--- config.mk ---
export PLATFORM = sky130hd
export DESIGN_NAME = cbp_predictor
export DESIGN_NICKNAME = d
export VERILOG_FILES = /design/src/rtl/cbp_pkg.sv /design/src/rtl/cbp_ghr.sv /design/src/rtl/cbp_index.sv /design/src/rtl/cbp_pht.sv /design/src/rtl/cbp_predictor.sv
export SDC_FILE = /design/constraint.sdc
export NUM_CORES = 1
export LEC_CHECK = 0
export CAP_MARGIN = 20
export CORE_MARGIN = 3
export CORE_UTILIZATION = 70
export CTS_BUF_LIST = sky130_fd_sc_hd__clkbuf_8
export CTS_CLUSTER_SIZE = 30
export DETAILED_ROUTE_END_ITERATION = 12
export DONT_BUFFER_PORTS = 1
export PLACE_DENSITY = 0.86
export SETUP_SLACK_MARGIN = 0.15
export SKIP_CTS_REPAIR_TIMING = 1
export SLEW_MARGIN = 20
export SYNTH_ARGS = -nofsm -noshare
export SYNTH_HDL_FRONTEND = slang
export SYNTH_SLANG_ARGS = --single-unit
--- constraint.sdc ---
create_clock -name clk -period 5.6 [get_ports clk]
set_clock_uncertainty 0.1 [all_clocks]
set_input_delay 0.84 -clock clk [delete_from_list [all_inputs] [get_ports clk]]
set_output_delay 0.84 -clock clk [all_outputs]
set_load 0.01 [all_outputs]
--- src/rtl/cbp_pkg.sv ---
package cbp_pkg;

    // Kind of step a counter takes on a clock edge
    typedef enum logic [1:0] {
        MV_HOLD = 2'd0,
        MV_INC  = 2'd1,
        MV_DEC  = 2'd2
    } ctr_move_e;

endpackage

--- src/rtl/cbp_ghr.sv ---
// Global outcome history: shift register, newest outcome enters bit 0.
module cbp_ghr #(
    parameter int HIST_BITS = 2
) (
    input  logic                 clk,
    input  logic                 rst_n,
    input  logic                 shift_en,
    input  logic                 outcome,
    output logic [HIST_BITS-1:0] hist
);

    logic [HIST_BITS-1:0] hist_nxt;

    generate
        if (HIST_BITS > 1) begin : g_wide
            always_comb hist_nxt = {hist[HIST_BITS-2:0], outcome};
        end else begin : g_single
            always_comb hist_nxt = outcome;
        end
    endgenerate

    always_ff @(posedge clk) begin
        if (!rst_n) begin
            hist <= '0;
        end else if (shift_en) begin
            hist <= hist_nxt;
        end
    end

    AST_HIST_NEWEST: assert property (@(posedge clk) disable iff (!rst_n)
        shift_en |=> hist[0] == $past(outcome));

    generate
        if (HIST_BITS > 1) begin : g_age_chk
            AST_HIST_AGES: assert property (@(posedge clk) disable iff (!rst_n)
                shift_en |=> hist[HIST_BITS-1:1] == $past(hist[HIST_BITS-2:0]));
        end
    endgenerate

    AST_HIST_HOLD: assert property (@(posedge clk) disable iff (!rst_n)
        !shift_en |=> $stable(hist));

endmodule

--- src/rtl/cbp_index.sv ---
// Builds the table index from the row bits of an address and the history.
module cbp_index #(
    parameter int PC_W      = 32,
    parameter int PC_LSB    = 2,
    parameter int ROW_BITS  = 4,
    parameter int HIST_BITS = 2
) (
    input  logic [PC_W-1:0]               pc,
    input  logic [HIST_BITS-1:0]          hist,
    output logic [ROW_BITS+HIST_BITS-1:0] idx
);

    localparam logic [PC_W-1:0] ROW_MASK =
        ((PC_W'(1) << ROW_BITS) - PC_W'(1)) << PC_LSB;

    logic [ROW_BITS-1:0] row;
    logic                unused_pc_bits;

    always_comb begin
        row            = pc[PC_LSB +: ROW_BITS];
        idx            = {row, hist};
        unused_pc_bits = ^(pc & ~ROW_MASK);
    end

    initial begin
        AST_INDEX_FITS: assert (PC_LSB + ROW_BITS <= PC_W);
    end

endmodule

--- src/rtl/cbp_pht.sv ---
// Table of saturating direction counters: one read port, one write port.
module cbp_pht #(
    parameter int ROW_BITS  = 4,
    parameter int HIST_BITS = 2,
    parameter int CTR_BITS  = 2
) (
    input  logic                          clk,
    input  logic                          rst_n,
    input  logic [ROW_BITS+HIST_BITS-1:0] rd_idx,
    output logic [CTR_BITS-1:0]           rd_ctr,
    input  logic                          wr_en,
    input  logic [ROW_BITS+HIST_BITS-1:0] wr_idx,
    input  logic                          wr_taken
);
    import cbp_pkg::*;

    localparam int IDX_W = ROW_BITS + HIST_BITS;
    localparam int DEPTH = 1 << IDX_W;
    localparam logic [CTR_BITS-1:0] CTR_MAX  = '1;
    localparam logic [CTR_BITS-1:0] CTR_INIT = CTR_MAX >> 1;

    logic [CTR_BITS-1:0] tbl [DEPTH];
    logic [CTR_BITS-1:0] wr_cur;
    logic [CTR_BITS-1:0] wr_nxt;
    ctr_move_e           move;

    always_comb begin
        rd_ctr = tbl[rd_idx];
        wr_cur = tbl[wr_idx];
    end

    // Classify the step
    always_comb begin
        move = MV_HOLD;
        if (wr_en) begin
            if (wr_taken && (wr_cur != CTR_MAX)) begin
                move = MV_INC;
            end else if (!wr_taken && (wr_cur != '0)) begin
                move = MV_DEC;
            end
        end
    end

    // Next value of the written counter
    always_comb begin
        unique case (move)
            MV_INC:  wr_nxt = wr_cur + 1'b1;
            MV_DEC:  wr_nxt = wr_cur - 1'b1;
            default: wr_nxt = wr_cur;
        endcase
    end

    always_ff @(posedge clk) begin
        if (!rst_n) begin
            for (int i = 0; i < DEPTH; i++) begin
                tbl[i] <= CTR_INIT;
            end
        end else if (move != MV_HOLD) begin
            tbl[wr_idx] <= wr_nxt;
        end
    end

    AST_CTR_INC: assert property (@(posedge clk) disable iff (!rst_n)
        (wr_en && wr_taken && wr_cur != CTR_MAX)
        |=> tbl[$past(wr_idx)] == $past(wr_cur) + 1'b1);

    AST_CTR_SAT_HI: assert property (@(posedge clk) disable iff (!rst_n)
        (wr_en && wr_taken && wr_cur == CTR_MAX)
        |=> tbl[$past(wr_idx)] == CTR_MAX);

    AST_CTR_DEC: assert property (@(posedge clk) disable iff (!rst_n)
        (wr_en && !wr_taken && wr_cur != '0)
        |=> tbl[$past(wr_idx)] == $past(wr_cur) - 1'b1);

    AST_CTR_SAT_LO: assert property (@(posedge clk) disable iff (!rst_n)
        (wr_en && !wr_taken && wr_cur == '0)
        |=> tbl[$past(wr_idx)] == '0);

    AST_CTR_IDLE: assert property (@(posedge clk) disable iff (!rst_n)
        !wr_en |=> $stable(rd_ctr) || !$stable(rd_idx));

endmodule

--- src/rtl/cbp_predictor.sv ---
// (m,n) correlating branch direction predictor, top level.
module cbp_predictor #(
    parameter int PC_W      = 32,
    parameter int PC_LSB    = 2,
    parameter int ROW_BITS  = 4,
    parameter int HIST_BITS = 2,
    parameter int CTR_BITS  = 2
) (
    input  logic            clk,
    input  logic            rst_n,
    input  logic [PC_W-1:0] pred_pc,
    output logic            pred_taken,
    input  logic            upd_valid,
    input  logic [PC_W-1:0] upd_pc,
    input  logic            upd_taken
);

    localparam int IDX_W = ROW_BITS + HIST_BITS;

    logic [HIST_BITS-1:0] hist;
    logic [IDX_W-1:0]     pred_idx;
    logic [IDX_W-1:0]     upd_idx;
    logic [CTR_BITS-1:0]  pred_ctr;

    cbp_ghr #(
        .HIST_BITS (HIST_BITS)
    ) u_ghr (
        .clk      (clk),
        .rst_n    (rst_n),
        .shift_en (upd_valid),
        .outcome  (upd_taken),
        .hist     (hist)
    );

    cbp_index #(
        .PC_W      (PC_W),
        .PC_LSB    (PC_LSB),
        .ROW_BITS  (ROW_BITS),
        .HIST_BITS (HIST_BITS)
    ) u_pred_index (
        .pc   (pred_pc),
        .hist (hist),
        .idx  (pred_idx)
    );

    cbp_index #(
        .PC_W      (PC_W),
        .PC_LSB    (PC_LSB),
        .ROW_BITS  (ROW_BITS),
        .HIST_BITS (HIST_BITS)
    ) u_upd_index (
        .pc   (upd_pc),
        .hist (hist),
        .idx  (upd_idx)
    );

    cbp_pht #(
        .ROW_BITS  (ROW_BITS),
        .HIST_BITS (HIST_BITS),
        .CTR_BITS  (CTR_BITS)
    ) u_pht (
        .clk      (clk),
        .rst_n    (rst_n),
        .rd_idx   (pred_idx),
        .rd_ctr   (pred_ctr),
        .wr_en    (upd_valid),
        .wr_idx   (upd_idx),
        .wr_taken (upd_taken)
    );

    always_comb pred_taken = pred_ctr[CTR_BITS-1];

    AST_PRED_QUIET: assert property (@(posedge clk) disable iff (!rst_n)
        (!upd_valid ##1 $stable(pred_pc)) |-> $stable(pred_taken));

endmodule

==> flow_metrics.env, run 1 <==
export IMPL_whs_ps=451.6
export IMPL_syn_area_per_cell_um2=11.88
export IMPL_cp_end_kind="register"
export IMPL_gp_congestion=0.9065
export IMPL_grt_max_degree=69
export IMPL_drt_pass1_iterations=8
export IMPL_syn2layout_area_growth_pct=7.203
export IMPL_cts_clk_slew_worst_paths_ps=80
export IMPL_synth_area_mm2=0.007296
export IMPL_globalRouteOverflowTotal=0
export IMPL_min_to="u_ghr.hist[0]$_SDFFE_PN0P_"
export IMPL_grtUsageMet3_pct=10.15
export IMPL_power_density_mw_per_mm2=291.7
export IMPL_ios=69
export IMPL_ys_seq_elements=130
export IMPL_grt_busiest_layer="met2"
export IMPL_grt_pass1_vias=5259
export IMPL_crit_fanout=23
export IMPL_path_class="reg2reg"
export IMPL_status="complete, no violations"
export IMPL_seqCellArea_mm2=0.003885
export IMPL_min_delay_start="rst_n"
export IMPL_synth_compound_area_share_pct=4.082
export IMPL_fin_crit_ps=4900
export IMPL_crit_required_ps=5660
export IMPL_synth_top_cell_area_share_pct=52.68
export IMPL_post_route_drc_count=0
export IMPL_cts_tree="done"
export IMPL_wirelength_um=18430
export IMPL_clock_path_buffers=2
export IMPL_antenna_left=0
export IMPL_rows=36
export IMPL_cts_buffers=17
export IMPL_hold_path_class="in2reg"
export IMPL_design_core_area_mm2=0.009955
export IMPL_syn_num_nets=684
export IMPL_drive_gt1_share_pct=27.63
export IMPL_p_leak_uw=0.002416
export IMPL_yosysSeqAreaShare_pct=53.23
export IMPL_period_share_pct=87.50
export IMPL_r2r_end="u_pht.tbl[47][0]$_SDFFCE_PN1P_"
export IMPL_vias=5345
export IMPL_nFillCells=512
export IMPL_synth_area_leaders="edfxtp_1, mux4_2, nor3_2"
export IMPL_peakVddDrop_mv=0.1799
export IMPL_p_int_uw=1666
export IMPL_finalSetupViolations=0
export IMPL_synth_fa_ha_area_share_pct=0.3430
export IMPL_clock_latency_ps=440
export IMPL_holdPathStages=1
export IMPL_grt_pass1_wl_um=29010
export IMPL_reg2regPathDepth=15
export IMPL_ys_warnings_count=0
export IMPL_via_per_inst=7.213
export IMPL_p_switching_uw=614.7
export IMPL_start_util_pct=73.29
export IMPL_worstMarginPinSlew_ps=769.0
export IMPL_fmax_mhz=204.1
export IMPL_cts_sinks=130
export IMPL_switching_share_pct=26.95
export IMPL_fin_tns_setup_ps=0
export IMPL_antenna_cells=0
export IMPL_drv_cap=0
export IMPL_finalNetCount=665
export IMPL_r2r_start="u_ghr.hist[0]$_SDFFE_PN0P_"
export IMPL_die_area_mm2=0.01168
export IMPL_hpwlAfterDp_um=11480
export IMPL_relSlewSlack_pct=48.73
export IMPL_muxShareOfSynthArea_pct=12.52
export IMPL_synth_top_cell_by_area="edfxtp_1"
export IMPL_r2r_slack_ps=700
export IMPL_antenna_found_initial=0
export IMPL_rsz0062_at_grt="false"
export IMPL_timing_final_hold_violations=0
export IMPL_multi_input_area_mm2=0.003105
export IMPL_yosys_area_share_simple_pct=25.11
export IMPL_p_comb_share_pct=13.2
export IMPL_synth_xor_area_share_pct=0.2229
export IMPL_chipWidth_um=108.1
export IMPL_finalMaxSlewViolations=0
export IMPL_p_seq_share_pct=48.0
export IMPL_grt_usage_pct=33.85
export IMPL_cts_root_buf="clkbuf_8"
export IMPL_wl_per_cell_um=24.87
export IMPL_die_h_um=108.1
export IMPL_syn_inst=614
export IMPL_port_buffers=0
export IMPL_cp_arrival_ps=4960
export IMPL_grt_util_met1_pct=43.78
export IMPL_h_tree_depth=4
export IMPL_synth_top_family_by_area="simple AND/OR/NAND/NOR gates"
export IMPL_initialDrtViolationCount=851
export IMPL_met2_usage_pct=52.31
export IMPL_start_kind="register"
export IMPL_clkPwrFrac_pct=38.7
export IMPL_ys_types=48
## Yosys cell counts (all sizes together)
cell     count
o21ai        7
nand2b      14
nand2      142
xnor2        1
a31o         1
a21oi        4
a211oi       1
and3         3
dfxtp        2
a22oi        2
a32oi        2
mux2i       11
a22o         5
o22ai        3
o221ai       1
nand4        1
mux4        33
a311oi       1
a2111oi      1
a21boi       2
buf         35
a221o        1
edfxtp     128
and2         6
nor2b        8
nor2        11
a211o        1
nand3       67
inv          5
mux2         5
a31oi        2
a221oi       1
o2bb2ai      1
nor3b        3
nor3        70
clkbuf      27
and3b        4
ha           2
## kinds of logic after synthesis
logic type | Yosys count
compound gates | 36
xor+xnor | 1
fa+ha+maj | 2
buf+inv | 67
flops | 130
mux | 49
simple gates | 329
## worst max-delay path, stage by stage, from the launching register on
cell and delay [ps]:
dfxtp_2 800, buf_4 360, mux2i_1 240, mux4_2 260, a21boi_1 120, a2111oi_4 420
nand2_1 230, nand2_1 120, nand3_1 120, ha_1 230, nor2b_1 310, nand2_1 170
nor2_1 600, buf_4 290, nand2_1 90, nand2_1 150
## power groups by stage
stage | clock network (µW) | registers [µW] | logic (µW)
4_1_cts | 882 | 1100 | 295
3_5_place_dp | 0 | 1120 | 292
5_1_grt | 920 | 1100 | 317
6_report | 884 | 1100 | 302
3_3_place_gp | 0 | 1120 | 285
2_1_floorplan | 0 | 1110 | 239
## registers in the layout, summed over array words and instances, names as in the netlist
| signal | flops |
|---|---|
| u_pht.tbl | 128 |
| u_ghr.hist | 2 |
## placed cells by master, fill, tap and decap left out, types with 3 or more instances in the layout
master and instances:
a22o_1 5, o22ai_1 3, inv_6 3, inv_1 4, nand2_1 142, mux2i_1 11
nor2_1 10, nor3_1 8, nand3_1 67, o21ai_0 7, a21oi_1 3, and2_1 5
clkinv_4 4, and3b_1 4, buf_4 22, nand2b_1 14, nor2b_1 8, bufinv_16 4
nor3_2 62, edfxtp_1 128, mux2_2 4, mux4_2 33, clkbuf_8 17
## per-stage QoR
stage	utilization, %	setup slack (ps)	std cells	instance area [µm²]	total power, µW
2_1_floorplan	-	1479	614	7296	1347
3_3_place_gp	74.15	1021	709	7381	1400
3_5_place_dp	74.15	796.7	709	7381	1409
4_1_cts	78.57	740.5	741	7821	2272
5_1_grt	78.57	403.6	741	7821	2334
6_report	78.57	700.0	741	7821	2281
## how the worst max path moves through the flow
stage / from / slack (ps) / end / cells after the start
after global placement: u_ghr.hist[0]$_SDFFE_PN0P_ / 1020 / u_pht.tbl[47][0]$_SDFFCE_PN1P_ / 15
after CTS: u_ghr.hist[0]$_SDFFE_PN0P_ / 740 / u_pht.tbl[47][1]$_SDFFCE_PN0P_ / 15
after global routing: u_ghr.hist[0]$_SDFFE_PN0P_ / 400 / u_pht.tbl[47][1]$_SDFFCE_PN0P_ / 15
after floorplan: upd_pc[2] / 1480 / u_pht.tbl[10][0]$_SDFFCE_PN1P_ / 15
after detailed placement: u_ghr.hist[0]$_SDFFE_PN0P_ / 800 / u_pht.tbl[47][0]$_SDFFCE_PN1P_ / 15
final: u_ghr.hist[0]$_SDFFE_PN0P_ / 700 / u_pht.tbl[47][0]$_SDFFCE_PN1P_ / 15
## metal layers
layer,vias to the layer above,routed length (µm)
li1,2236,-
met1,2554,6231
met2,469,8777
met3,86,2446
met4,0,972
met5,-,0
## layout make-up
cell class | instances | area share, %
tap | 133 | 2.128
inverter | 5 | 0.2400
multi-input combinational | 417 | 39.71
clock buffer | 17 | 2.992
timing repair buffer | 24 | 2.624
clock inverter | 15 | 2.640
sequential | 130 | 49.67
No activity file was read; power rests on OpenSTA's default activity.
==> run 2: changes to the inputs <==
--- a/config.mk
+++ b/config.mk
@@ -7,12 +7,13 @@
 export LEC_CHECK = 0
 export CAP_MARGIN = 20
 export CORE_MARGIN = 3
-export CORE_UTILIZATION = 70
+export CORE_UTILIZATION = 65
 export CTS_BUF_LIST = sky130_fd_sc_hd__clkbuf_8
 export CTS_CLUSTER_SIZE = 30
 export DETAILED_ROUTE_END_ITERATION = 12
 export DONT_BUFFER_PORTS = 1
-export PLACE_DENSITY = 0.86
+export MAX_ROUTING_LAYER = met4
+export PLACE_DENSITY = 0.81
 export SETUP_SLACK_MARGIN = 0.15
 export SKIP_CTS_REPAIR_TIMING = 1
 export SLEW_MARGIN = 20
==> constraint.sdc (replaced) <==
create_clock -name clk -period 6.1 [get_ports clk]
set_clock_uncertainty 0.1 [all_clocks]
set_input_delay 0.915 -clock clk [delete_from_list [all_inputs] [get_ports clk]]
set_output_delay 0.915 -clock clk [all_outputs]
set_load 0.01 [all_outputs]
==> run 2 against run 1 <==
  * Clock power down 3.3%
  * Worst setup slack better by 530 ps
  * Sequential cell count unchanged
  * Sequential power down 8%
  * Global-route usage down 3.8 points
  * Clock-buffer cell count unchanged
  * Register-to-register slack better by 530 ps
==> flow_metrics.env, run 2 (synthesis results as in run 1) <==
export IMPL_top_register="u_pht.tbl"
export IMPL_relSlewSlack_pct=33.60
export IMPL_setup_slack_ps=1230
export IMPL_die_area_mm2=0.01253
export IMPL_grt_busiest_layer="met2"
export IMPL_grt_util_met1_pct=39.21
export IMPL_wl_per_cell_um=23.37
export IMPL_crit_fanout=25
export IMPL_p_leak_uw=0.002391
export IMPL_globalRouteOverflowTotal=0
export IMPL_grt_pass1_vias=5152
export IMPL_antenna_left=0
export IMPL_timing_final_hold_violations=0
export IMPL_whs_ps=509.4
export IMPL_start_kind="register"
export IMPL_hpwlAfterDp_um=10790
export IMPL_dp_cells=712
export IMPL_grt_max_degree=69
export IMPL_largest_register_ffs=128
export IMPL_status="complete, no violations"
export IMPL_fin_tns_setup_ps=0
export IMPL_path_class="reg2reg"
export IMPL_power_density_mw_per_mm2=271.9
export IMPL_layout_common_cells="nand2_1, edfxtp_1, nand3_1, nor3_2, mux4_2"
export IMPL_r2r_slack_ps=1230
export IMPL_worstMarginPinSlew_ps=988.3
export IMPL_grtUsageMet3_pct=8.804
export IMPL_cts_buffers=17
export IMPL_drt_pass1_iterations=6
export IMPL_gp_congestion=0.9182
export IMPL_rsz0062_at_grt="false"
export IMPL_cp_arrival_ps=4950
export IMPL_finalNetCount=661
export IMPL_port_buffers=0
export IMPL_vias=5201
export IMPL_ios=69
export IMPL_start_util_pct=67.01
export IMPL_period_share_pct=79.84
export IMPL_cts_root_buf="clkbuf_8"
export IMPL_instances_no_fill=744
export IMPL_critPathSlowestCell="dfxtp_2"
export IMPL_finalSetupViolations=0
export IMPL_rows=38
export IMPL_antenna_found_initial=0
export IMPL_cts_clk_slew_worst_paths_ps=70
export IMPL_chipWidth_um=111.9
export IMPL_hold_path_class="in2reg"
export IMPL_crit_required_ps=6180
export IMPL_initialDrtViolationCount=751
export IMPL_largestRegisters="u_pht.tbl (128), u_ghr.hist (2)"
export IMPL_drive_gt1_share_pct=27.15
export IMPL_grt_pass1_wl_um=27810
export IMPL_cp_end_kind="register"
export IMPL_wirelength_um=17380
export IMPL_fmax_mhz=205.3
export IMPL_post_route_drc_count=0
export IMPL_die_h_um=111.9
export IMPL_clock_latency_ps=460
export IMPL_design_core_area_mm2=0.01089
export IMPL_drv_cap=0
export IMPL_finalMaxSlewViolations=0
export IMPL_clock_path_buffers=2
export IMPL_pre_cts_ws_ps=1249
export IMPL_cp_slowest_stage_delay_ps=840
export IMPL_met2_usage_pct=44.32
export IMPL_fin_crit_ps=4870
export IMPL_final_common_cell="nand2_1"
export IMPL_via_per_inst=6.991
export IMPL_antenna_cells=0
export IMPL_cp_cell_sequence="buf_4 -> mux2i_1 -> mux4_2 -> a21boi_1 -> a2111oi_4 -> nand2_1 -> nand2_1 -> nand3_1 -> ha_1 -> nand2b_1 -> nor3_1 -> nand3_1 -> nand2b_1"
export IMPL_peakVddDrop_mv=0.1908
export IMPL_syn2layout_area_growth_pct=7.100
export IMPL_grt_usage_pct=30.04
export IMPL_h_tree_depth=4
export IMPL_cts_sinks=130
export IMPL_cts_tree="done"
## run 2: area by class of cell
| type | count | area (µm²) |
|---|---|---|
| clock buffers | 17 | 234.0 |
| clock inverters | 15 | 232.7 |
| fillers | 682 | 3074 |
| inverters | 5 | 18.77 |
| multi-input cells | 417 | 3105 |
| flip-flops and latches | 130 | 3885 |
| well taps | 140 | 175.2 |
| repair buffers | 20 | 162.7 |
## run 2: worst max-delay path: cells and delay by family (launching register included)
kind | cells | cell delay (ps)
fa+ha+maj | 1 | 240
compound gates | 2 | 530
flops | 1 | 840
buf+inv | 1 | 400
simple gates | 7 | 1970
mux | 2 | 510
## run 2: power by group
part / leakage [µW] / internal, µW / switching, µW
sequential: 0.00112 / 994 / 12.1
clock: 0.000219 / 490 / 365
combinational: 0.00105 / 78.7 / 185
## run 2: path summary, 6_finish.rpt
path,from,end,depth (start not counted)
max reg2reg,u_ghr.hist[0]$_SDFFE_PN0P_,u_pht.tbl[29][0]$_SDFFCE_PN1P_,13
min,rst_n,u_ghr.hist[0]$_SDFFE_PN0P_,1
min reg2reg,u_ghr.hist[1]$_SDFFE_PN0P_,u_ghr.hist[1]$_SDFFE_PN0P_,2
max,u_ghr.hist[0]$_SDFFE_PN0P_,u_pht.tbl[29][0]$_SDFFCE_PN1P_,13
## run 2: layer usage
| metal | part of all wire, % | vias to the layer above |
|---|---|---|
| met2 | 48 | 370 |
| met5 | 0 | - |
| met3 | 12 | 58 |
| met1 | 36 | 2530 |
| met4 | 3.9 | 0 |
| li1 | - | 2243 |
## run 2: through the flow
step           total power [µW]  util [%]  instance area (µm²)
2_1_floorplan              1237         -                 7296
3_3_place_gp               1279     67.48                 7347
3_5_place_dp               1284     67.48                 7347
4_1_cts                    2121     71.77                 7814
5_1_grt                    2179     71.77                 7814
6_report                   2124     71.77                 7814
